<file path="src/rtl/ssx_pkg.sv">
`timescale 1ns/1ps
// Shared definitions for the clock-synchronous serial transceiver:
// register addresses, field positions and the engine state type.
package ssx_pkg;

    // Word addresses on the register bus.
    localparam logic [1:0] ADR_CTRL = 2'd0;
    localparam logic [1:0] ADR_STAT = 2'd1;
    localparam logic [1:0] ADR_TXD  = 2'd2;
    localparam logic [1:0] ADR_RXD  = 2'd3;

    // Control register fields.
    localparam int CTL_TXEN   = 0;
    localparam int CTL_RXEN   = 1;
    localparam int CTL_IRQEN  = 2;
    localparam int CTL_DIV_LO = 4;

    // Status register fields.
    localparam int ST_TXE  = 0;
    localparam int ST_RXF  = 1;
    localparam int ST_TEND = 2;
    localparam int ST_OVR  = 3;

    // Serial engine phases.
    typedef enum logic [2:0] {
        ENG_IDLE,
        ENG_LOW,
        ENG_HIGH,
        ENG_TAIL1,
        ENG_TAIL2
    } eng_state_t;

endpackage

</file>
<file path="src/rtl/ssx_divider.sv">
`timescale 1ns/1ps
// Half-period timer for the serial clock.
// Produces a one-cycle tick every H = BASE_HALF << div_sel system clocks
// while the engine runs. Assumes restart is pulsed when a frame is launched
// and that H never exceeds 2**CNT_W.
module ssx_divider #(
    parameter int SEL_W     = 2,
    parameter int BASE_HALF = 2,
    parameter int CNT_W     = 4
) (
    input  logic             clk,
    input  logic             rst_n,
    input  logic             run,
    input  logic             restart,
    input  logic [SEL_W-1:0] div_sel,
    output logic             tick
);

    logic [CNT_W-1:0] half_m1;
    logic [CNT_W-1:0] cnt_q;

    // Reload value for the selected ratio.
    always_comb half_m1 = CNT_W'((BASE_HALF << div_sel) - 1);

    assign tick = run && (cnt_q == '0);

    // Count down one half period, reloading on expiry, restart or idle.
    always_ff @(posedge clk) begin
        if (!rst_n) begin
            cnt_q <= '0;
        end else if (!run || restart || tick) begin
            cnt_q <= half_m1;
        end else begin
            cnt_q <= cnt_q - 1'b1;
        end
    end

endmodule

</file>
<file path="src/rtl/ssx_engine.sv">
`timescale 1ns/1ps
// Serial shift engine (clock master).
// Drives ser_clk low and shows the next data bit on each falling phase,
// captures ser_din at the end of each low phase (the rising edge), and after
// the last bit waits a full bit period before reporting the link quiet.
// Assumes start_ok already reflects buffer state and overrun blocking.
module ssx_engine
    import ssx_pkg::*;
#(
    parameter int DATA_W = 8
) (
    input  logic              clk,
    input  logic              rst_n,
    input  logic              tx_en,
    input  logic              rx_en,
    input  logic              start_ok,
    input  logic              tick,
    input  logic              ser_din,
    input  logic [DATA_W-1:0] tx_byte,
    output logic              load,
    output logic              frame_done,
    output logic              tail_done,
    output logic              running,
    output logic              ser_clk,
    output logic              ser_dout,
    output logic [DATA_W-1:0] rx_byte
);

    localparam int BIT_W = $clog2(DATA_W);
    localparam logic [BIT_W-1:0] LAST_BIT = BIT_W'(DATA_W - 1);

    eng_state_t        state_q;
    logic [BIT_W-1:0]  bit_q;
    logic [DATA_W-1:0] tx_sh_q;
    logic [DATA_W-1:0] rx_sh_q;
    logic              sck_q;
    logic              sdo_q;
    logic              any_en;
    logic              can_take;

    assign any_en     = tx_en || rx_en;
    assign frame_done = any_en && (state_q == ENG_HIGH) && tick && (bit_q == LAST_BIT);
    assign can_take   = (state_q == ENG_IDLE) || (state_q == ENG_TAIL1) ||
                        (state_q == ENG_TAIL2) || frame_done;
    assign load       = any_en && start_ok && can_take;
    assign tail_done  = any_en && (state_q == ENG_TAIL2) && tick && !load;
    assign running    = (state_q != ENG_IDLE);
    assign ser_clk    = sck_q;
    assign ser_dout   = sdo_q;
    assign rx_byte    = rx_sh_q;

    // Phase sequencing, shifting and pin drive.
    always_ff @(posedge clk) begin
        if (!rst_n) begin
            state_q <= ENG_IDLE;
            bit_q   <= '0;
            tx_sh_q <= '0;
            rx_sh_q <= '0;
            sck_q   <= 1'b1;
            sdo_q   <= 1'b1;
        end else if (!any_en) begin
            state_q <= ENG_IDLE;
            sck_q   <= 1'b1;
            sdo_q   <= 1'b1;
        end else if (load) begin
            tx_sh_q <= tx_byte;
            sdo_q   <= tx_en ? tx_byte[DATA_W-1] : 1'b1;
            sck_q   <= 1'b0;
            bit_q   <= '0;
            state_q <= ENG_LOW;
        end else begin
            case (state_q)
                ENG_LOW: begin
                    if (tick) begin
                        sck_q   <= 1'b1;
                        rx_sh_q <= {rx_sh_q[DATA_W-2:0], ser_din};
                        state_q <= ENG_HIGH;
                    end
                end
                ENG_HIGH: begin
                    if (tick) begin
                        if (bit_q == LAST_BIT) begin
                            sdo_q   <= 1'b1;
                            state_q <= ENG_TAIL1;
                        end else begin
                            bit_q   <= bit_q + 1'b1;
                            tx_sh_q <= {tx_sh_q[DATA_W-2:0], 1'b0};
                            sdo_q   <= tx_en ? tx_sh_q[DATA_W-2] : 1'b1;
                            sck_q   <= 1'b0;
                            state_q <= ENG_LOW;
                        end
                    end
                end
                ENG_TAIL1: if (tick) state_q <= ENG_TAIL2;
                ENG_TAIL2: if (tick) state_q <= ENG_IDLE;
                default:   state_q <= ENG_IDLE;
            endcase
        end
    end

endmodule

</file>
<file path="src/rtl/ssx_regs.sv">
`timescale 1ns/1ps
// Register file and flag logic.
// Holds control, the transmit and receive buffers and the four status flags.
// Flags are updated by bus accesses and engine events. Assumes one bus
// access per cycle; read data is combinational.
module ssx_regs
    import ssx_pkg::*;
#(
    parameter int DATA_W = 8,
    parameter int SEL_W  = 2
) (
    input  logic              clk,
    input  logic              rst_n,
    input  logic              bus_sel,
    input  logic              bus_wr,
    input  logic [1:0]        bus_addr,
    input  logic [DATA_W-1:0] bus_wdata,
    output logic [DATA_W-1:0] bus_rdata,
    input  logic              load,
    input  logic              frame_done,
    input  logic              tail_done,
    input  logic [DATA_W-1:0] rx_byte,
    output logic              tx_en,
    output logic              rx_en,
    output logic [SEL_W-1:0]  div_sel,
    output logic [DATA_W-1:0] tx_byte,
    output logic              start_ok,
    output logic              rx_irq,
    output logic              tx_empty,
    output logic              rx_full,
    output logic              ovr,
    output logic [DATA_W-1:0] rx_data
);

    logic [DATA_W-1:0] ctrl_q;
    logic [DATA_W-1:0] txb_q;
    logic [DATA_W-1:0] rxb_q;
    logic              txe_q, rxf_q, tend_q, ovr_q;
    logic              wr_ctrl, wr_stat, wr_tx, rd_rx;
    logic              rxf_eff, ovr_hit, rx_take;

    assign wr_ctrl = bus_sel && bus_wr && (bus_addr == ADR_CTRL);
    assign wr_stat = bus_sel && bus_wr && (bus_addr == ADR_STAT);
    assign wr_tx   = bus_sel && bus_wr && (bus_addr == ADR_TXD);
    assign rd_rx   = bus_sel && !bus_wr && (bus_addr == ADR_RXD);

    assign rxf_eff  = rxf_q && !rd_rx;
    assign ovr_hit  = frame_done && rx_en && rxf_eff;
    assign rx_take  = frame_done && rx_en && !rxf_eff;
    assign start_ok = !txe_q && !ovr_q && !ovr_hit;

    assign tx_en    = ctrl_q[CTL_TXEN];
    assign rx_en    = ctrl_q[CTL_RXEN];
    assign div_sel  = ctrl_q[CTL_DIV_LO +: SEL_W];
    assign tx_byte  = txb_q;
    assign rx_irq   = rxf_q && ctrl_q[CTL_IRQEN];
    assign tx_empty = txe_q;
    assign rx_full  = rxf_q;
    assign ovr      = ovr_q;
    assign rx_data  = rxb_q;

    // Read data multiplexer.
    always_comb begin
        bus_rdata = '0;
        if (bus_sel && !bus_wr) begin
            case (bus_addr)
                ADR_CTRL: bus_rdata = ctrl_q;
                ADR_STAT: begin
                    bus_rdata[ST_TXE]  = txe_q;
                    bus_rdata[ST_RXF]  = rxf_q;
                    bus_rdata[ST_TEND] = tend_q;
                    bus_rdata[ST_OVR]  = ovr_q;
                end
                ADR_RXD:  bus_rdata = rxb_q;
                default:  bus_rdata = '0;
            endcase
        end
    end

    // Control and transmit buffer writes.
    always_ff @(posedge clk) begin
        if (!rst_n) begin
            ctrl_q <= '0;
            txb_q  <= '0;
        end else begin
            if (wr_ctrl) ctrl_q <= bus_wdata;
            if (wr_tx)   txb_q  <= bus_wdata;
        end
    end

    // Transmit-empty: cleared by a buffer write, set when the shifter takes it.
    always_ff @(posedge clk) begin
        if (!rst_n)      txe_q <= 1'b1;
        else if (wr_tx)  txe_q <= 1'b0;
        else if (load)   txe_q <= 1'b1;
    end

    // Receive buffer and receive-full flag.
    always_ff @(posedge clk) begin
        if (!rst_n) begin
            rxb_q <= '0;
            rxf_q <= 1'b0;
        end else if (rx_take) begin
            rxb_q <= rx_byte;
            rxf_q <= 1'b1;
        end else if (rd_rx) begin
            rxf_q <= 1'b0;
        end
    end

    // Overrun flag: set on a completion into a full buffer, cleared by writing 0.
    always_ff @(posedge clk) begin
        if (!rst_n)                              ovr_q <= 1'b0;
        else if (ovr_hit)                        ovr_q <= 1'b1;
        else if (wr_stat && !bus_wdata[ST_OVR])  ovr_q <= 1'b0;
    end

    // Link-quiet flag: set after the tail period, cleared by a frame start or a 0 write.
    always_ff @(posedge clk) begin
        if (!rst_n)                              tend_q <= 1'b0;
        else if (tail_done)                      tend_q <= 1'b1;
        else if (load)                           tend_q <= 1'b0;
        else if (wr_stat && !bus_wdata[ST_TEND]) tend_q <= 1'b0;
    end

endmodule

</file>
<file path="src/rtl/sync_serial_xcvr.sv">
`timescale 1ns/1ps
// Top of the clock-synchronous full-duplex serial transceiver (master only).
// Connects the register file, the half-period divider and the shift engine.
// Assumes a single clock domain; ser_din must be synchronous to clk.
module sync_serial_xcvr
    import ssx_pkg::*;
#(
    parameter int DATA_W    = 8,
    parameter int SEL_W     = 2,
    parameter int BASE_HALF = 2
) (
    input  logic              clk,
    input  logic              rst_n,
    input  logic              bus_sel,
    input  logic              bus_wr,
    input  logic [1:0]        bus_addr,
    input  logic [DATA_W-1:0] bus_wdata,
    output logic [DATA_W-1:0] bus_rdata,
    output logic              rx_irq,
    output logic              ser_clk,
    output logic              ser_dout,
    input  logic              ser_din
);

    localparam int MAX_HALF = BASE_HALF << ((1 << SEL_W) - 1);
    localparam int CNT_W    = (MAX_HALF > 1) ? $clog2(MAX_HALF) : 1;

    logic              ctl_tx_en, ctl_rx_en;
    logic [SEL_W-1:0]  ctl_div;
    logic [DATA_W-1:0] tx_byte, rx_byte, rx_buf;
    logic              start_ok, eng_load, eng_done, eng_tail, eng_run, half_tick;
    logic              st_tx_empty, st_rx_full, st_ovr;

    ssx_regs #(
        .DATA_W (DATA_W),
        .SEL_W  (SEL_W)
    ) u_regs (
        .clk        (clk),
        .rst_n      (rst_n),
        .bus_sel    (bus_sel),
        .bus_wr     (bus_wr),
        .bus_addr   (bus_addr),
        .bus_wdata  (bus_wdata),
        .bus_rdata  (bus_rdata),
        .load       (eng_load),
        .frame_done (eng_done),
        .tail_done  (eng_tail),
        .rx_byte    (rx_byte),
        .tx_en      (ctl_tx_en),
        .rx_en      (ctl_rx_en),
        .div_sel    (ctl_div),
        .tx_byte    (tx_byte),
        .start_ok   (start_ok),
        .rx_irq     (rx_irq),
        .tx_empty   (st_tx_empty),
        .rx_full    (st_rx_full),
        .ovr        (st_ovr),
        .rx_data    (rx_buf)
    );

    ssx_divider #(
        .SEL_W     (SEL_W),
        .BASE_HALF (BASE_HALF),
        .CNT_W     (CNT_W)
    ) u_div (
        .clk     (clk),
        .rst_n   (rst_n),
        .run     (eng_run),
        .restart (eng_load),
        .div_sel (ctl_div),
        .tick    (half_tick)
    );

    ssx_engine #(
        .DATA_W (DATA_W)
    ) u_eng (
        .clk        (clk),
        .rst_n      (rst_n),
        .tx_en      (ctl_tx_en),
        .rx_en      (ctl_rx_en),
        .start_ok   (start_ok),
        .tick       (half_tick),
        .ser_din    (ser_din),
        .tx_byte    (tx_byte),
        .load       (eng_load),
        .frame_done (eng_done),
        .tail_done  (eng_tail),
        .running    (eng_run),
        .ser_clk    (ser_clk),
        .ser_dout   (ser_dout),
        .rx_byte    (rx_byte)
    );

endmodule

</file>
<file path="config.mk">
export PLATFORM = sky130hd
export DESIGN_NAME = sync_serial_xcvr
export DESIGN_NICKNAME = d
export VERILOG_FILES = /design/src/rtl/ssx_pkg.sv /design/src/rtl/ssx_divider.sv /design/src/rtl/ssx_engine.sv /design/src/rtl/ssx_regs.sv /design/src/rtl/sync_serial_xcvr.sv
export SDC_FILE = /design/constraint.sdc
export NUM_CORES = 1
export LEC_CHECK = 0
export BUFFER_PORTS_ARGS = -buffer_cell sky130_fd_sc_hd__buf_4
export CAP_MARGIN = 5
export CORE_MARGIN = 5
export CORE_UTILIZATION = 45
export DETAILED_ROUTE_END_ITERATION = 10
export GPL_ROUTABILITY_DRIVEN = 0
export HOLD_SLACK_MARGIN = 0.1
export SKIP_LAST_GASP = 1
export SLEW_MARGIN = 15
export SYNTH_ARGS = -nofsm -noshare
export SYNTH_HDL_FRONTEND = slang
export SYNTH_HIERARCHICAL = 1
export SYNTH_SLANG_ARGS = --single-unit
</file>
<file path="constraint.sdc">
create_clock -name clk -period 3.8 [get_ports clk]
set_input_delay 0.19 -clock clk [delete_from_list [all_inputs] [get_ports clk]]
set_output_delay 0.19 -clock clk [all_outputs]
set_load 0.02 [all_outputs]
</file>
==> results.json <==
{
  "slew_headroom_pct": 45.9,
  "grt_start_max_net_pins": 75,
  "finalWirelength_mm": 6.38,
  "grt_pass1_vias": 2213,
  "cts_hold_buf": 0,
  "start_util_pct": 46.5,
  "crit_type": "reg2reg",
  "die_h_um": 91.2,
  "syn_inst": 316,
  "synth_cell_types": 59,
  "maxSlewViolCount": 0,
  "post_cts_buffers": 0,
  "place_hpwl_mm": 4.53,
  "power.density_nw_per_um2": 307,
  "antenna_found_initial": 0,
  "core_region_area_sq_um": 6390,
  "setup-tns-final_ns": 0,
  "status": "completed",
  "cts_root_buf": "clkbuf_8",
  "rsz0062_at_grt": "no",
  "overflow": 0,
  "die_w_um": 91.2,
  "peakVddDrop_mv": 0.173,
  "synthTopCellsByCount": "dfxtp_1 (55), nand4_1 (24), nand2_1 (20)",
  "synth.top_cell.area_share_pct": 37.1,
  "synth_largest_area_cell": "dfxtp_1",
  "min_path_type": "in2reg",
  "clk_pin_slew_ns": 0.11,
  "ctsResizeCount": 0,
  "final.setup_skew_ns": 0.00809,
  "crit_path_end_kind": "flop",
  "crit_required_ns": 4.01,
  "ff2ff_setup_slack_ns": 0.67,
  "finalPower_mw": 0.989,
  "finalNetCount": 353,
  "synth_ff_type": "dfxtp_1",
  "ios": 26,
  "setup_viol": 0,
  "hp-start": "bus_wdata[5]",
  "ys.warnings.count": 6,
  "avgRoutedWirePerCell_um": 15.7,
  "crit_slowest_cell": "dfxtp_1",
  "leakagePower_nw": 1.21,
  "path_cells": "or3_1 -> and2_1 -> nand2b_1 -> nor4_1 -> and2_1 -> nand3_1 -> nor3b_1 -> o21ai_1 -> a311oi_4 -> buf_4 -> nor2b_1 -> o21ai_0 -> nor2_1",
  "drc": 0,
  "period_needed_ns": 3.13,
  "start_kind": "flop",
  "timing.max_cap.violations": 0,
  "crit_family": "simple AND/OR/NAND/NOR gates",
  "min_to": "u_regs/tx_byte[5]",
  "r2r_start": "u_eng/state_q[2]",
  "portBuffers": 25,
  "antenna_cells": 0,
  "synth_area_sq_um": 2970,
  "via_per_inst": 5.74,
  "synth-seq-cells": 55,
  "r2r-end": "u_regs/tend_q",
  "fill_cells": 629,
  "grt_usage_pct": 15.7,
  "worstSkewPairLatency_ns": 0.31,
  "post-route-period-util_pct": 82.3,
  "firstDrtPassIters": 4,
  "cts_tree": "done",
  "synthArstFlopShare_pct": 0,
  "worst_pin_slew_ns": 0.806,
  "vias": 2330,
  "hold_ws_ns": 0.121,
  "cts_buffers": 5,
  "cp.arrival_ns": 3.34,
  "synth_edf_count": 0,
  "worstRegToRegCells": 13,
  "timing_hold_violations_final": 0,
  "grt_first_pass_wirelength_mm": 10.9,
  "fp.dieArea_sq_um": 8330,
  "netlist_top_cells_area": "dfxtp_1 (37%), mux2i_1 (6.4%), nand4_1 (5.1%)",
  "max_freq_mhz": 320,
  "worst-path-max-fanout": 15,
  "yosysMostFrequentCell": "dfxtp_1",
  "max_stage_delay_ns": 0.44,
  "ant_nets": 0,
  "core.rowCount": 29,
  "h-tree-depth": 2,
  "hold_depth": 3,
  "drtIter0Drc": 161,
  "cts.sinks": 55,
  "cts_buffer_depth": 2,
  "synth_nets": 341,
  "crit_buf_inv": 1,
  "seq_area_frac_synth_pct": 37.1,
  "crit_top_cell": "and2_1",
  "syn2layout_area_growth_pct": 8.34,
  "syn_avg_cell_area_sq_um": 9.40,
  "drive_gt1_share_pct": 16.4
}
layer usage:
layer | track usage [%] | routed length [um] | vias to the layer above
met4 | 3.55 | 47 | 0
met3 | 3.55 | 226 | 7
met1 | 21.1 | 3050 | 1097
li1 | - | - | 1189
met2 | 25.9 | 3050 | 37
met5 | 0 | 0 | -
through the flow:
step | util [%] | cell area (sq um) | cells | setup WS [ns]
CTS | 50.4 | 3220 | 406 | 0.688
finish | 50.4 | 3220 | 406 | 0.674
detailed placement | 48.9 | 3130 | 398 | 0.732
global route | 50.4 | 3220 | 406 | 0.442
floorplan | - | 2970 | 316 | 0.618
global placement | 48.9 | 3130 | 398 | 0.813
cell families after synthesis:
| group | synth area share [%] |
|---|---|
| buffers and inverters | 6.36 |
| flip-flops | 37.1 |
| AO/OA/AOI/OAI | 14.1 |
| multiplexers | 6.91 |
| adder cells (fa/ha/maj) | 4.21 |
| AND/OR/NAND/NOR | 30.8 |
| XOR/XNOR | 0.590 |
state kept, by name, indices dropped and copies added, names as in the netlist:
| signal | count |
|---|---|
| u_regs/ctrl_q | 8 |
| u_eng/state_q | 3 |
| u_regs/tx_empty | 1 |
| u_regs/rx_data | 8 |
| u_eng/bit_q | 3 |
| u_regs/tx_byte | 8 |
| u_eng/tx_sh_q | 7 |
| u_regs/rx_full | 1 |
| u_regs/ovr | 1 |
| u_eng/ser_dout | 1 |
| u_regs/tend_q | 1 |
| u_div/cnt_q | 4 |
| u_eng/ser_clk | 1 |
| u_eng/rx_byte | 8 |
worst min-delay path, cell delays in order:
cell,delay (ns)
buf_4,0.11
nand2_1,0.05
a21boi_1,0.05
power by group:
part	internal [mW]	switching (mW)
Sequential	0.581	0.00435
Combinational	0.0292	0.0388
Clock	0.132	0.203
Total	0.743	0.246
worst max-delay path by stage:
stage	cells after the start	to	startpoint	slack, ns
global placement	14	u_div/cnt_q[1]	u_div/cnt_q[0]	0.81
CTS	12	u_div/cnt_q[1]	u_eng/state_q[2]	0.69
finish	13	u_regs/tend_q	u_eng/state_q[2]	0.67
global route	13	u_regs/tend_q	u_eng/state_q[2]	0.44
detailed placement	12	u_div/cnt_q[1]	u_eng/state_q[2]	0.73
floorplan	15	u_div/cnt_q[1]	u_eng/state_q[1]	0.62
cell type report:
| cell class | instances | area [sq um] | share of cell area [%] |
|---|---|---|---|
| clock buffer | 5 | 68.8 | 2.14 |
| clock inverter | 3 | 23.8 | 0.739 |
| inverter | 8 | 30.0 | 0.933 |
| multi-input combinational | 229 | 1680 | 52.2 |
| sequential | 55 | 1100 | 34.2 |
| tap | 77 | 96.3 | 2.99 |
| timing repair buffer | 29 | 218 | 6.77 |
placed cells by master, fill, tap and decap left out, types with 2 or more instances in the layout:
cell type   instances
nor3_1              4
a21boi_1            8
inv_1               8
or3_1               3
nand3_1             3
xnor2_1             2
nor3b_1             2
clkbuf_8            5
ha_1               10
a221o_1             6
nand4_1            24
a22oi_1             4
nor3b_2             2
dfxtp_1            55
nor4_4              2
clkinvlp_4          2
o21ai_0             6
or3b_4              2
mux2i_1            19
and3_1              7
nor2b_1            19
a21oi_1             6
and2_1              5
a222oi_1            4
buf_4              29
nor2_1             19
a221oi_1            2
nand4b_1            8
nand3_2             2
nand3b_1            8
nand2b_1            5
nand2_1            20
nor4_1              3
Power figures use the tool's default switching activity.
